$ cat src/rtl/mod3_pkg.sv
package mod3_pkg;
  localparam int unsigned RES_W = 2;

  typedef enum logic [RES_W-1:0] {
    RES_ZERO = 2'd0,
    RES_ONE  = 2'd1,
    RES_TWO  = 2'd2,
    RES_BAD  = 2'd3
  } res_e;
endpackage

$ cat src/rtl/mod3_step.sv
module mod3_step
  import mod3_pkg::*;
(
  input  res_e cur_i,
  input  logic bit_i,
  output res_e nxt_o
);
  // new = (2*old + bit) mod 3
  always_comb begin
    unique case (cur_i)
      RES_ZERO: nxt_o = bit_i ? RES_ONE  : RES_ZERO;
      RES_ONE:  nxt_o = bit_i ? RES_ZERO : RES_TWO;
      RES_TWO:  nxt_o = bit_i ? RES_TWO  : RES_ONE;
      default:  nxt_o = RES_ZERO;  // unused code recovers
    endcase
  end
endmodule

$ cat src/rtl/mod3_state.sv
module mod3_state
  import mod3_pkg::*;
(
  input  logic clk_i,
  input  logic rst_ni,
  input  logic clear_i,
  input  logic load_i,
  input  res_e nxt_i,
  output res_e state_o
);
  always_ff @(posedge clk_i or negedge rst_ni) begin
    if (!rst_ni)      state_o <= RES_ZERO;
    else if (clear_i) state_o <= RES_ZERO;  // clear wins over load
    else if (load_i)  state_o <= nxt_i;
  end
endmodule

$ cat src/rtl/mod3_serial_residue.sv
module mod3_serial_residue
  import mod3_pkg::*;
(
  input  logic             clk_i,
  input  logic             rst_ni,
  input  logic             clear_i,
  input  logic             bit_valid_i,
  input  logic             bit_i,
  output logic [RES_W-1:0] moore_res_o,
  output logic [RES_W-1:0] mealy_res_o
);
  res_e state_q;
  res_e step_res;

  mod3_step u_step (
    .cur_i (state_q),
    .bit_i (bit_i),
    .nxt_o (step_res)
  );

  mod3_state u_state (
    .clk_i   (clk_i),
    .rst_ni  (rst_ni),
    .clear_i (clear_i),
    .load_i  (bit_valid_i),
    .nxt_i   (step_res),
    .state_o (state_q)
  );

  assign moore_res_o = state_q;
  assign mealy_res_o = bit_valid_i ? step_res : state_q;
endmodule

$ cat config.mk
export PLATFORM = sky130hd
export DESIGN_NAME = mod3_serial_residue
export DESIGN_NICKNAME = d
export VERILOG_FILES = /design/src/rtl/mod3_pkg.sv /design/src/rtl/mod3_step.sv /design/src/rtl/mod3_state.sv /design/src/rtl/mod3_serial_residue.sv
export SDC_FILE = /design/constraint.sdc
export NUM_CORES = 1
export LEC_CHECK = 0
export ABC_AREA = 1
export BUFFER_PORTS_ARGS = -buffer_cell sky130_fd_sc_hd__buf_2
export CORE_AREA = 3 3 40 42
export CTS_CLUSTER_DIAMETER = 150
export DETAILED_ROUTE_END_ITERATION = 6
export DIE_AREA = 0 0 43 45
export PLACE_DENSITY = 0.38
export SYNTH_ARGS = -nofsm -noshare
export SYNTH_HDL_FRONTEND = slang
export SYNTH_SLANG_ARGS = --single-unit
$ cat constraint.sdc
create_clock -name clk_i -period 1.4 [get_ports clk_i]
set_clock_uncertainty 0.2 [all_clocks]
set_input_delay 0.28 -clock clk_i [delete_from_list [all_inputs] [get_ports clk_i]]
set_output_delay 0.28 -clock clk_i [all_outputs]
set_load 0.05 [all_outputs]
==> results of run 1 <==
power by group through the flow:
stage,combinational (mW),clock (mW),sequential (mW)
floorplan,0.0478,0,0.0798
global placement,0.102,0,0.0671
detailed placement,0.101,0,0.0672
CTS,0.123,0.137,0.0662
global route,0.145,0.139,0.0691
finish,0.136,0.126,0.0684
metal layers:
layer	vias to the layer above	track usage [%]	part of all wire [%]
met4	0	9.04	3.2
met5	-	0	0
met2	11	6.89	42
met1	86	6.52	43
met3	2	1.99	11
li1	98	-	-
cell usage after synthesis (all sizes together):
cell	count
nand2	5
inv	4
a21oi	3
dfrtp	2
nand3	1
nor2	1
nor3	1
o21ai	1
metrics by stage:
stage	setup WS [ps]	TNS (ps)	utilization (%)	instance area [um^2]	std cells
6_report	-192	-407	28.4	365	54
3_5_place_dp	-106	-194	20.2	259	48
4_1_cts	-246	-491	25.6	329	54
2_1_floorplan	-101	-171	-	148	18
3_3_place_gp	-112	-209	20.2	259	48
5_1_grt	-250	-551	28.4	365	54
worst register-to-register path: stages (launching register included):
cell	delay, ps
dfrtp_2	430
o21ai_2	130
nand3_2	100
buf_4	150
buf_4	120
a21oi_2	110
layout make-up:
type / instances / share of cell area (%)
clock buffers: 3 / 6.16
inverters: 4 / 4.11
multi-input cells: 12 / 28.1
flip-flops and latches: 2 / 14.4
well taps: 15 / 5.14
repair buffers: 18 / 42.1
what timing repair did:
item / in CTS / in global routing
endpoints found under the setup margin: 2 / 3
resized for setup: 7 / 12
buffers inserted: 2 / 1
endpoints found under the hold margin: 2 / 0
hold buffers: 1 / 0
pin swaps: 1 / 5
kinds of logic (layout without fill, tap and decap cells):
logic type | after synthesis | count (layout) | synth area share (%)
simple gates | 8 | 8 | 26.8
flops | 2 | 2 | 41.2
compound gates | 4 | 4 | 19.6
buf+inv | 4 | 25 | 12.4
worst max path at each step:
| stage | from | to | slack [ps] |
|---|---|---|---|
| after floorplan | u_state.state_o[1] | mealy_res_o[0] | -100 |
| after global placement | u_state.state_o[1] | mealy_res_o[1] | -110 |
| after detailed placement | u_state.state_o[1] | mealy_res_o[1] | -110 |
| after CTS | u_state.state_o[1] | mealy_res_o[0] | -250 |
| after global routing | u_state.state_o[1] | mealy_res_o[0] | -250 |
| final | u_state.state_o[1] | mealy_res_o[0] | -190 |
layout by cell type (no fill, tap or decap):
cell type	count
inv_2	2
nor2_4	1
a21oi_2	2
o21ai_2	1
clkbuf_4	4
nor3_1	1
buf_4	8
a21oi_4	1
buf_6	1
nand2_1	1
nand2_4	1
nand2_2	3
nand3_2	1
dfrtp_2	2
buf_2	4
buf_8	3
dlygate4sd3_1	1
inv_1	2
==> summary.md, run 1 <==
| Metric | Value |
|---|---|
| Worst reg2reg path startpoint | `u_state.state_o[1]` |
| Leak pwr | `0.175 nW` |
| Final ANT Viol Nets | `0` |
| Post-synth cell types | `9` |
| Leading area contributor after synthesis | `dfrtp_1` |
| N_diodes | `0` |
| Worst path arrival time | `1110 ps` |
| Total number of vias | `197` |
| Final WL | `465 um` |
| Worst hold path type | `in2reg` |
| Min Clock Period, post-route | `1590 ps` |
| RSZ-0062 raised after global routing | `yes` |
| Clock power share | `38.1%` |
| DR WL/cell | `8.61 um` |
| Worst stage delay on the critical path | `430 ps` |
| Largest net degree at the start of global routing | `5` |
| Synth Warn # | `0` |
| Failing checks | `negative setup slack` |
| Post-DP HPWL | `342 um` |
| CTS tree | `built` |
| Setup-failing EPs final | `3` |
| Critical Path Stages | `5` |
| Initial Util | `9.44%` |
| Deepest clock path buffer count | `2` |
| Number of flip-flops under the largest register name | `2` |
| P&R area growth vs syn | `201%` |
| PD cells | `904 nW/um^2` |
| Vias in the first global route | `200` |
| Hold Violations, Final | `0` |
| Initial antenna violation count | `0` |
| Worst reg-to-reg path cell count | `5` |
| Reg-to-reg endpoint | `u_state.state_o[1]` |
| Hold slack | `32.7 ps` |
| Layout net count | `46` |
| Critical path's slowest cell | `dfrtp_2` |
| I/O pin cnt | `9` |
| Period utilization | `114%` |
| CTS H-tree lvls | `1` |
| Via/cell ratio | `3.65` |
| GR Overflow Total | `0` |
| Routability cong. | `0.767` |
| Slew @ Worst Pin | `192 ps` |
| Overall power | `0.330 mW` |
| Max-Cap Viols | `0` |
| First-pass GRT wire length | `765 um` |
| Global-route usage over all layers | `5.83%` |
| Layout cells sized above 1 | `87.2%` |
| Peak supply drop | `0.000219 V` |
| Core Region | `1280 um^2` |
| Clock Sinks | `2` |
| Synthesized net count | `23` |
| Die Wd | `43 um` |
| Synth Register Bits | `2` |
| Critical path required time | `920 ps` |
| CP Capture Type | `output pin` |
| DIE HEIGHT | `45 um` |
| PortBufs | `8` |
| Flop pwr share | `20.7%` |
| Cell-internal power | `0.221 mW` |
| Worst Hold Depth | `2` |
| Clk root buf | `clkbuf_4` |
| Hold endpoint | `u_state.state_o[1]` |
| DRC Markers | `0` |
| Critical Path Source Type | `register` |
| Sequential fraction of the synthesis area | `41.2%` |
| Critical path's top delay family | `flip-flops` |
| Fin. max-slew vios | `0` |
| Share of the synthesized area in the top cell type | `41.2%` |
| Mapped Area | `121 um^2` |
| Fillcell total | `141` |
| Row count | `13` |
| Inserted Clock Buffers | `3` |
| CP max FO | `4` |
| Clock Latency Late Sink | `220 ps` |
| Upper clock frequency limit | `0.628 GHz` |
| FF/Latch Area | `52.6 um^2` |
| Avg Cell Area, Syn | `6.74 um^2` |
| WS Path Type | `reg2out` |
| Psw | `0.109 mW` |
| Worst Path Buf+Inv | `2` |
| Synth top area cells | `dfrtp_1 41%, nand2_1 15%, inv_1 12%` |
| Worst-path clk slew | `30 ps` |
| Slew headroom | `87.1%` |
| Net Sw Frac | `33.0%` |
| Post-route setup slack | `-192 ps` |
| Die ar. | `1940 um^2` |
| Cells after Synth | `18` |
| Status | `finished, violations left` |
| Min-delay src | `clear_i` |
| Reg-to-reg setup timing slack | `90 ps` |
| 1st-iter DRT viols | `4` |
| CP Cell Sequence | `inv_2 -> nand2_2 -> a21oi_4 -> nor2_4 -> buf_8` |
| Drt pass-1 iters | `2` |
| Logic pwr share | `41.2%` |
| Multi-input gate area | `103 um^2` |
| Largest registers | `u_state.state_o: 2 flops` |
| Top reg by flops | `u_state.state_o` |
Power figures use the tool's default switching activity.
==> inputs of run 2 (changes only) <==
--- a/config.mk
+++ b/config.mk
@@ -5,7 +5,6 @@
 export SDC_FILE = /design/constraint.sdc
 export NUM_CORES = 1
 export LEC_CHECK = 0
-export ABC_AREA = 1
 export BUFFER_PORTS_ARGS = -buffer_cell sky130_fd_sc_hd__buf_2
 export CORE_AREA = 3 3 40 42
 export CTS_CLUSTER_DIAMETER = 150
==> run 2 against run 1 <==
Maximum frequency shrank 1.5%. Critical path type unchanged. Hold slack gained 16 ps. Global-route usage is 0.25 points lower. The run still ends with negative setup slack left. Via count shrank 14%. Power down 16%.
==> summary.md, run 2 <==
| Metric | Value |
|---|---|
| Min Clock Period, post-route | `1620 ps` |
| Die Wd | `43 um` |
| Inserted Clock Buffers | `3` |
| Clk root buf | `clkbuf_4` |
| Commonest non-fill, non-tap cells in the layout | `5 x buf_2, 5 x buf_4, 3 x clkbuf_4` |
| Fillcell total | `134` |
| I/O pin cnt | `9` |
| Critical path required time | `920 ps` |
| Leak pwr | `0.152 nW` |
| Final Cell Area | `334 um^2` |
| Post-synth cell types | `12` |
| Layout net count | `38` |
| Fin cells | `46` |
| RSZ-0062 raised after global routing | `yes` |
| Post-synth EDFFs | `0` |
| Initial antenna violation count | `0` |
| Setup-failing EPs final | `3` |
| Multi-input gate area | `123 um^2` |
| Post-route setup slack | `-216 ps` |
| Max-Cap Viols | `0` |
| WS Path Type | `reg2out` |
| FF/Latch Area | `52.6 um^2` |
| Leading area contributor after synthesis | `dfrtp_1` |
| CP max FO | `4` |
| Row count | `13` |
| DR WL/cell | `8.85 um` |
| CTS tree | `built` |
| Layout cells sized above 1 | `80.6%` |
| Sequential fraction of the synthesis area | `40.8%` |
| Cells after Synth | `14` |
| Core Region | `1280 um^2` |
| Async SR Flop Fraction | `100%` |
| Synth Warn # | `0` |
| PortBufs | `8` |
| Final WL | `407 um` |
| DIE HEIGHT | `45 um` |
| Vias in the first global route | `184` |
| Deepest clock path buffer count | `2` |
| DP Cell Count | `42` |
| DRC Markers | `0` |
| Post-synth top cells | `2 x dfrtp_1, 2 x nand2_1` |
| Slew headroom | `83.4%` |
| Hold Violations, Final | `0` |
| P&R area growth vs syn | `172%` |
| Critical Path Source Type | `register` |
| N_diodes | `0` |
| Number of flip-flops under the largest register name | `2` |
| First-pass GRT wire length | `724 um` |
| Overall power | `0.278 mW` |
| Final ANT Viol Nets | `0` |
| Setup Buffers After CTS | `0` |
| Synthesized net count | `19` |
| Global-route usage over all layers | `5.58%` |
| Initial Util | `9.54%` |
| Post-DP HPWL | `343 um` |
| Worst-path clk slew | `30 ps` |
| Routability cong. | `0.742` |
| Top reg by flops | `u_state.state_o` |
| Dpl cell area | `254 um^2` |
| Ys flop type | `dfrtp_1` |
| Worst reg2reg path startpoint | `u_state.state_o[1]` |
| Largest net degree at the start of global routing | `5` |
| PD cells | `831 nW/um^2` |
| CTS H-tree lvls | `1` |
| Share of the synthesized area in the top cell type | `40.8%` |
| 1st-iter DRT viols | `0` |
| Clock Sinks | `2` |
| Drt pass-1 iters | `1` |
| CP Capture Type | `output pin` |
| Min-delay src | `clear_i` |
| Via/cell ratio | `3.67` |
| Fin. max-slew vios | `0` |
| Largest registers | `u_state.state_o: 2 flops` |
| GR Overflow Total | `0` |
| Synth Register Bits | `2` |
| Hold slack | `48.6 ps` |
| Status | `finished, violations left` |
| CP startpoint | `u_state.state_o[1]` |
| Slew @ Worst Pin | `251 ps` |
| Peak supply drop | `0.000342 V` |
| Clock Latency Late Sink | `220 ps` |
| Upper clock frequency limit | `0.619 GHz` |
| Avg Cell Area, Syn | `8.76 um^2` |
| Worst hold path type | `in2reg` |
| Total number of vias | `169` |
| Failing checks | `negative setup slack` |
| Synth top area cells | `dfrtp_1 41%, nand4bb_1 9.2%, a21bo_2 8.2%` |
| Worst path arrival time | `1140 ps` |
| Die ar. | `1940 um^2` |
| Period utilization | `115%` |
| Mapped Area | `123 um^2` |
## run 2: per-stage QoR
stage | setup TNS (ps) | worst slack, ps | util [%]
floorplan | -192 | -111 | -
CTS | -496 | -236 | 25.1
detailed placement | -221 | -134 | 19.8
finish | -437 | -216 | 26.0
global placement | -201 | -124 | 19.8
global route | -594 | -270 | 26.0
## run 2: repair_timing
| action | CTS | global route |
|---|---|---|
| pin swaps | 1 | 1 |
| endpoints found under the setup margin | 3 | 4 |
| resized for setup | 10 | 2 |
| hold endpoints to repair | 2 | 0 |
| hold buffers | 1 | 0 |
## run 2: worst max-delay path, cell delays in order, from the launching register on
cell and delay (ps):
dfrtp_2 430, buf_4 150, a21bo_4 200, buf_8 140
## run 2: cell type report
type	count	area share, %
sequential	2	15.7
timing repair buffer	14	34.1
multi-input combinational	11	36.7
tap	15	5.62
clock buffer	3	6.74
inverter	1	1.12
## run 2: path summary, 6_finish.rpt
kind	endpoint	slack [ps]	depth (start not counted)
max	mealy_res_o[1]	-220	3
min	u_state.state_o[0]	50	2
max reg2reg	u_state.state_o[0]	140	4
min reg2reg	u_state.state_o[1]	490	4
max in group asynchronous	u_state.state_o[0]	730	2
min in group asynchronous	u_state.state_o[1]	160	2
## run 2: kinds of logic (layout without fill, tap and decap cells)
| logic type | after synthesis | in the layout | synth area share, % |
|---|---|---|---|
| and+or+nand+nor | 7 | 7 | 32.7 |
| AOI/OAI and AO/OA | 4 | 4 | 23.5 |
| DFF | 2 | 2 | 40.8 |
| buffers and inverters | 1 | 18 | 3.06 |
## run 2: where the power goes
group          switching, mW  internal (mW)
registers            0.00338         0.0610
clock network         0.0317         0.0945
logic                 0.0443         0.0427
## run 2: layer usage
layer	routed length, um	track usage, %	up-vias
met5	0	0	-
met4	0	7.23	0
met3	38	2.79	0
met2	190	7.19	8
met1	178	5.78	77
li1	-	-	84
==> inputs of run 3 (changes only) <==
--- a/config.mk
+++ b/config.mk
@@ -10,6 +10,7 @@
 export CTS_CLUSTER_DIAMETER = 150
 export DETAILED_ROUTE_END_ITERATION = 6
 export DIE_AREA = 0 0 43 45
+export GPL_ROUTABILITY_DRIVEN = 0
 export PLACE_DENSITY = 0.38
 export SYNTH_ARGS = -nofsm -noshare
 export SYNTH_HDL_FRONTEND = slang
==> constraint.sdc (replaced) <==
create_clock -name clk_i -period 1.4 [get_ports clk_i]
set_clock_uncertainty 0.2 [all_clocks]
set_input_delay 0.14 -clock clk_i [delete_from_list [all_inputs] [get_ports clk_i]]
set_output_delay 0.14 -clock clk_i [all_outputs]
set_load 0.05 [all_outputs]
==> run 3 against run 2 <==
Sequential cell count unchanged. Routed wire length up 5.4%. Critical endpoint unchanged. Final cell count down 6.5%. The run still ends with negative setup slack left. Highest routed layer is now met4. Global-route usage up 0.26 points. Die area unchanged.
==> summary.md, run 3 (synthesized netlist as in run 2, its figures left out) <==
| Metric | Value |
|---|---|
| Hold Violations, Final | `0` |
| Upper clock frequency limit | `0.665 GHz` |
| Inserted Clock Buffers | `3` |
| CTS H-tree lvls | `1` |
| Reg-to-reg setup timing slack | `270 ps` |
| Worst path arrival time | `1160 ps` |
| Period utilization | `107%` |
| Global-route usage over all layers | `5.84%` |
| CP startpoint | `u_state.state_o[1]` |
| CP Capture Type | `output pin` |
| Status | `finished, violations left` |
| Post-DP HPWL | `307 um` |
| Final ANT Viol Nets | `0` |
| Number of flip-flops under the largest register name | `2` |
| Setup-failing EPs final | `2` |
| Max-Cap Viols | `0` |
| First-pass GRT wire length | `745 um` |
| Vias in the first global route | `186` |
| Peak supply drop | `0.000204 V` |
| RSZ-0062 raised after global routing | `yes` |
| Slew headroom | `83.5%` |
| I/O pin cnt | `9` |
| Final WL | `429 um` |
| Layout net count | `35` |
| Leak pwr | `0.130 nW` |
| Setup Buffers After CTS | `0` |
| Clk root buf | `clkbuf_4` |
| Reg-to-reg endpoint | `u_state.state_o[1]` |
| Top reg by flops | `u_state.state_o` |
| Hold slack | `28.4 ps` |
| Worst hold path type | `in2async` |
| CTS tree | `built` |
| Row count | `13` |
| Post-route setup slack | `-105 ps` |
| Min Clock Period, post-route | `1500 ps` |
| PD cells | `895 nW/um^2` |
| Largest registers | `u_state.state_o: 2 flops` |
| Worst-path clk slew | `30 ps` |
| Drt pass-1 iters | `1` |
| Die ar. | `1940 um^2` |
| DIE HEIGHT | `45 um` |
| Commonest non-fill, non-tap cells in the layout | `6 x buf_2, 3 x clkbuf_4, 2 x dlygate4sd3_1, 2 x dfrtp_2` |
| Initial antenna violation count | `0` |
| Initial Util | `9.54%` |
| 1st-iter DRT viols | `0` |
| Total number of vias | `158` |
| GR Overflow Total | `0` |
| Worst reg-to-reg path cell count | `3` |
| Layout cells sized above 1 | `71.4%` |
| Fin. max-slew vios | `0` |
| DR WL/cell | `9.98 um` |
| P&R area growth vs syn | `142%` |
| Core Region | `1280 um^2` |
| Clock Latency Late Sink | `220 ps` |
| Largest net degree at the start of global routing | `6` |
| PortBufs | `8` |
| DRC Markers | `0` |
| Fin cells | `43` |
| CP max FO | `4` |
| Via/cell ratio | `3.67` |
| Die Wd | `43 um` |
| WS Path Type | `reg2out` |
| Critical Path Source Type | `register` |
| Most common cell after layout, fill and taps aside | `buf_2` |
| Clock Sinks | `2` |
| Slew @ Worst Pin | `250 ps` |
| N_diodes | `0` |
| Failing checks | `negative setup slack` |
| DP Cell Count | `38` |
| Deepest clock path buffer count | `2` |
| Worst reg2reg path startpoint | `u_state.state_o[1]` |
| Critical path required time | `1060 ps` |
-- run 3: how the worst max path moves through the flow --
stage / to / slack, ps / cells past startpoint
after global routing: mealy_res_o[1] / -170 / 4
after CTS: mealy_res_o[1] / -120 / 4
after floorplan: mealy_res_o[0] / -5 / 3
after detailed placement: mealy_res_o[1] / -30 / 4
final: mealy_res_o[1] / -100 / 4
after global placement: mealy_res_o[1] / 3 / 4
-- run 3: what timing repair did --
| action | in CTS | in global routing |
|---|---|---|
| hold endpoints to repair | 4 | 0 |
| hold buffers | 2 | 0 |
| endpoints found under the setup margin | 2 | 2 |
| pin swaps | 2 | 0 |
| resized for setup | 10 | 0 |
-- run 3: layout make-up --
| class | count | area [um^2] |
|---|---|---|
| clock buffers | 3 | 22.5 |
| fillers | 146 | 988 |
| inverters | 1 | 3.75 |
| multi-input cells | 11 | 115 |
| flip-flops and latches | 2 | 52.6 |
| well taps | 15 | 18.8 |
| repair buffers | 11 | 83.8 |
-- run 3: where the power goes --
group	switching (mW)	internal [mW]	leakage, nW
Sequential	0.00384	0.0610	0.0241
Clock	0.0326	0.0945	0.0138
Combinational	0.0416	0.0318	0.0917
Total	0.0780	0.187	0.130
-- run 3: worst max-delay path: stages (launching register included) --
cell and delay [ps]:
dfrtp_2 420, nor2_4 100, nand3_2 90, a21bo_4 190, buf_8 140
-- run 3: per-layer routing --
metal	vias to the layer above	global-route usage [%]	wire, um
li1	78	-	-
met1	67	5.81	183
met2	11	7.78	178
met3	2	1.99	52
met4	0	9.04	14
met5	-	0	0
-- run 3: stage by stage --
stage | area, um^2 | worst slack (ps) | utilization (%) | TNS (ps) | total power, mW
after global placement | 205 | 3.15 | 16.0 | 0 | 0.116
final | 297 | -105 | 23.1 | -179 | 0.265
after global routing | 297 | -167 | 23.1 | -304 | 0.284
after CTS | 297 | -117 | 23.1 | -199 | 0.275
after detailed placement | 205 | -32.0 | 16.0 | -32.0 | 0.118
after floorplan | 139 | -4.95 | - | -4.95 | 0.101
